===== src/rtl/cond_flags_pkg.sv =====
package cond_flags_pkg;
  localparam int SR_W  = 8;
  localparam int BIT_C = 0;
  localparam int BIT_H = 1;
  localparam int BIT_Z = 2;
  localparam int BIT_N = 3;
  localparam int BIT_G = 4;
  localparam int BIT_R = 5;

  typedef enum logic [1:0] {
    COP_ALU  = 2'd0,
    COP_LOAD = 2'd1,
    COP_INV  = 2'd2,
    COP_ROT  = 2'd3
  } carry_op_e;
endpackage


===== src/rtl/cf_carry_unit.sv =====
module cf_carry_unit
  import cond_flags_pkg::*;
#(
  parameter int DW = 8
) (
  input  logic          c_q_i,
  input  logic          upd_i,
  input  carry_op_e     cop_i,
  input  logic          cout_i,
  input  logic          ld_i,
  input  logic          dir_i,
  input  logic [DW-1:0] src_i,
  output logic          c_d_o,
  output logic [DW-1:0] rot_o
);
  logic out_bit;

  always_comb begin
    if (dir_i) begin
      rot_o   = {c_q_i, src_i[DW-1:1]};
      out_bit = src_i[0];
    end else begin
      rot_o   = {src_i[DW-2:0], c_q_i};
      out_bit = src_i[DW-1];
    end
  end

  always_comb begin
    c_d_o = c_q_i;
    if (upd_i) begin
      unique case (cop_i)
        COP_ALU:  c_d_o = cout_i;
        COP_LOAD: c_d_o = ld_i;
        COP_INV:  c_d_o = ~c_q_i;
        COP_ROT:  c_d_o = out_bit;
        default:  c_d_o = c_q_i;
      endcase
    end
  end
endmodule


===== src/rtl/cf_result_flags.sv =====
module cf_result_flags #(
  parameter int DW = 8
) (
  input  logic [DW-1:0] res_i,
  input  logic          hc_i,
  input  logic          upd_h_i,
  input  logic          upd_z_i,
  input  logic          upd_n_i,
  input  logic          h_q_i,
  input  logic          z_q_i,
  input  logic          n_q_i,
  output logic          h_d_o,
  output logic          z_d_o,
  output logic          n_d_o
);
  logic res_zero;
  assign res_zero = (res_i == '0);

  assign h_d_o = upd_h_i ? hc_i         : h_q_i;
  assign z_d_o = upd_z_i ? res_zero     : z_q_i;
  assign n_d_o = upd_n_i ? res_i[DW-1]  : n_q_i;
endmodule


===== src/rtl/cf_mask_ctrl.sv =====
module cf_mask_ctrl (
  input  logic g_q_i,
  input  logic set_i,
  input  logic reti_i,
  input  logic int_i,
  output logic g_d_o
);
  // interrupt entry dominates any same-cycle set
  always_comb begin
    if (int_i)               g_d_o = 1'b0;
    else if (set_i || reti_i) g_d_o = 1'b1;
    else                     g_d_o = g_q_i;
  end
endmodule


===== src/rtl/cond_flags_reg.sv =====
module cond_flags_reg
  import cond_flags_pkg::*;
#(
  parameter int DW = 8
) (
  input  logic          clk_i,
  input  logic          rst_ni,
  input  logic [DW-1:0] res_i,
  input  logic          cout_i,
  input  logic          hc_i,
  input  logic          upd_c_i,
  input  logic          upd_h_i,
  input  logic          upd_z_i,
  input  logic          upd_n_i,
  input  logic [1:0]    cop_i,
  input  logic          ld_c_i,
  input  logic          rot_dir_i,
  input  logic [DW-1:0] rot_src_i,
  input  logic          g_set_i,
  input  logic          g_reti_i,
  input  logic          g_int_i,
  input  logic          wr_busy_i,
  output logic [SR_W-1:0] sr_o,
  output logic [DW-1:0] rot_res_o
);
  logic [SR_W-1:0] sr_q, sr_d;
  logic c_d, h_d, z_d, n_d, g_d;

  cf_carry_unit #(.DW(DW)) u_carry (
    .c_q_i  (sr_q[BIT_C]),
    .upd_i  (upd_c_i),
    .cop_i  (carry_op_e'(cop_i)),
    .cout_i (cout_i),
    .ld_i   (ld_c_i),
    .dir_i  (rot_dir_i),
    .src_i  (rot_src_i),
    .c_d_o  (c_d),
    .rot_o  (rot_res_o)
  );

  cf_result_flags #(.DW(DW)) u_res (
    .res_i   (res_i),
    .hc_i    (hc_i),
    .upd_h_i (upd_h_i),
    .upd_z_i (upd_z_i),
    .upd_n_i (upd_n_i),
    .h_q_i   (sr_q[BIT_H]),
    .z_q_i   (sr_q[BIT_Z]),
    .n_q_i   (sr_q[BIT_N]),
    .h_d_o   (h_d),
    .z_d_o   (z_d),
    .n_d_o   (n_d)
  );

  cf_mask_ctrl u_mask (
    .g_q_i  (sr_q[BIT_G]),
    .set_i  (g_set_i),
    .reti_i (g_reti_i),
    .int_i  (g_int_i),
    .g_d_o  (g_d)
  );

  always_comb begin
    sr_d        = '0;
    sr_d[BIT_C] = c_d;
    sr_d[BIT_H] = h_d;
    sr_d[BIT_Z] = z_d;
    sr_d[BIT_N] = n_d;
    sr_d[BIT_G] = g_d;
    sr_d[BIT_R] = wr_busy_i;
  end

  always_ff @(posedge clk_i or negedge rst_ni) begin
    if (!rst_ni) sr_q <= '0;
    else         sr_q <= sr_d;
  end

  assign sr_o = sr_q;
endmodule


===== config.mk =====
export PLATFORM = sky130hd
export DESIGN_NAME = cond_flags_reg
export DESIGN_NICKNAME = d
export VERILOG_FILES = /design/src/rtl/cond_flags_pkg.sv /design/src/rtl/cf_carry_unit.sv /design/src/rtl/cf_result_flags.sv /design/src/rtl/cf_mask_ctrl.sv /design/src/rtl/cond_flags_reg.sv
export SDC_FILE = /design/constraint.sdc
export NUM_CORES = 1
export LEC_CHECK = 0
export ABC_AREA = 0
export BUFFER_PORTS_ARGS = -buffer_cell sky130_fd_sc_hd__buf_2
export CORE_MARGIN = 4
export CORE_UTILIZATION = 31
export CTS_CLUSTER_SIZE = 25
export DETAILED_ROUTE_END_ITERATION = 8
export PLACE_DENSITY = 0.75
export SYNTH_ARGS = -nofsm -noshare
export SYNTH_HDL_FRONTEND = slang
export SYNTH_SLANG_ARGS = --single-unit

===== constraint.sdc =====
create_clock -name clk_i -period 1.4 [get_ports clk_i]
set_input_delay 0.14 -clock clk_i [delete_from_list [all_inputs] [get_ports clk_i]]
set_output_delay 0.14 -clock clk_i [all_outputs]
set_load 0.02 [all_outputs]

==> qor.yml <==
status: "completed"
synth_cell_types: 14
drv_slew: 0
max_stage_delay_ns: 0.41
rsz0062_at_grt: "no"
clk_pin_slew_ns: 0.04
totalWireLength_um: 1070
drc_errors: 0
cts_tree: "built"
clockBufferDepth: 2
post_drt_wl_per_cell_um: 11.4
clock_skew_ns: 0
critical_path_required_ns: 1.26
path_cells: "mux2_2, buf_2"
cp_max_fo: 5
rows: 12
start_kind: "flip-flop"
synthCells: 38
nets: 114
hpwl_um: 974
antenna_found_initial: 0
endpoint_kind: "output port"
p_per_area_nw_per_um2: 834
fp.dieW_um: 44.6
path_buf_inv: 1
worstSetupPathType: "flip-flop to output port"
hold_path.class: "input pin to flip-flop"
cts_setup_buffers: 0
grtUsageTotal_pct: 10.7
grt_max_degree: 10
core-area_um2: 1190
cts_resized: 0
diodes: 0
finalHoldViolations: 0
area_growth_pct: 52.0
p_leak_nw: 0.346
fin_tns_setup_ns: 0
synth_seq_area_share_pct: 36.3
cts_buffers: 3
cap_viol_max_count: 0
drt_iter0_markers: 1
slowest_stage: "dfrtp_1"
grt_pass1_wl_um: 1590
total_power_mw: 0.525
period_minus_slack_ns: 1.21
grt_pass1_vias: 412
irDropWorstVdd_mv: 0.436
cts.sinks: 6
htree_levels: 1
utilization_pct: 53.1
routabilityCongestion: 0.691
setup_viol: 0
insertion_delay_ns: 0.23
fin_hold_ws_ns: 0.0169
worstPathArrival_ns: 1.07
portBuffers: 45
final.setup.worst_slack_ns: 0.186
die-area_um2: 1980
drtAntennaViolNets: 0
cp_top_family: "flip-flops"
num_vias: 405
synth.cell_area_um2: 414
grt_overflow: 0
start_util_pct: 34.9
synth_seq_cells: 6
fin_crit_sh_pct: 86.7
fmax_mhz: 824
yosysWarnings: 0
drive_gt1_share_pct: 73.8
clockRootBuffer: "clkbuf_4"
fill_cells: 114
place_ws_ns: 0.270
io_pins: 48
vias_per_cell: 4.31
die_y_um: 44.6
first_pass_iters: 3
holdBufCountCts: 1
largest_reg_flops: 6
avgSynthCellArea_um2: 10.9
synth_stat cells:
library cell   n  area (um2)
mux2_2        10         113
buf_4          7        52.6
dfrtp_1        6         150
inv_1          3        11.3
nor2_1         2        7.51
nor4_1         2        12.5
a21oi_1        1        5.00
buf_6          1        11.3
conb_1         1        3.75
mux2i_1        1        10.0
mux4_2         1        22.5
nand3_1        1        5.00
nor3_1         1        5.00
o21ai_0        1        5.00
through the flow:
| stage | area, um2 | cells |
|---|---|---|
| after floorplan | 418 | 39 |
| after global placement | 597 | 90 |
| after detailed placement | 597 | 90 |
| after CTS | 629 | 94 |
| after global routing | 629 | 94 |
| final | 629 | 94 |
layer usage:
layer | routed length (um) | part of all wire [%] | up-vias | global-route usage (%)
li1 | - | - | 209 | -
met1 | 326 | 31 | 175 | 10.5
met2 | 611 | 57 | 19 | 20.6
met3 | 110 | 10 | 2 | 2.03
met4 | 19 | 1.8 | 0 | 5.42
met5 | 0 | 0 | - | 0
layout by cell type, fill, tap and decap left out, drive strengths merged, types with 2 or more instances in the layout:
cell / instances
buf: 45
clkbuf: 3
nor2: 2
mux2: 10
conb: 2
dfrtp: 6
nor4: 2
inv: 3
worst paths after layout:
kind                                start      endpoint  slack [ns]  cells past startpoint
worst max-delay path              sr_o[0]  rot_res_o[7]        0.19                      2
worst min-delay path            wr_busy_i       sr_o[5]        0.02                      1
worst max register to register    sr_o[0]       sr_o[0]        0.31                      2
worst min register to register    sr_o[3]       sr_o[3]        0.49                      1
max in group asynchronous          rst_ni       sr_o[5]        0.99                      2
min in group asynchronous          rst_ni       sr_o[0]        0.26                      2
kinds of logic after synthesis:
family,synth area share [%]
muxes,35.0
buffers and inverters,18.1
DFF,36.3
and+or+nand+nor,7.25
AOI/OAI and AO/OA,2.41
other,0.905
power breakdown:
group,total (mW),leakage [nW],internal [mW],switching [mW]
Combinational,0.182,0.260,0.0886,0.0930
Clock,0.148,0.0138,0.0963,0.0517
Sequential,0.195,0.0722,0.187,0.00790
Total,0.525,0.346,0.372,0.153
final cells by class:
type / count / area [um2] / area share, %
inverters: 3 / 11.3 / 1.79
well taps: 14 / 17.5 / 2.78
clock buffers: 3 / 22.5 / 3.58
repair buffers: 46 / 235 / 37.4
multi-input cells: 22 / 193 / 30.6
flip-flops and latches: 6 / 150 / 23.9
Note: power is estimated with default switching activity, not from simulation.
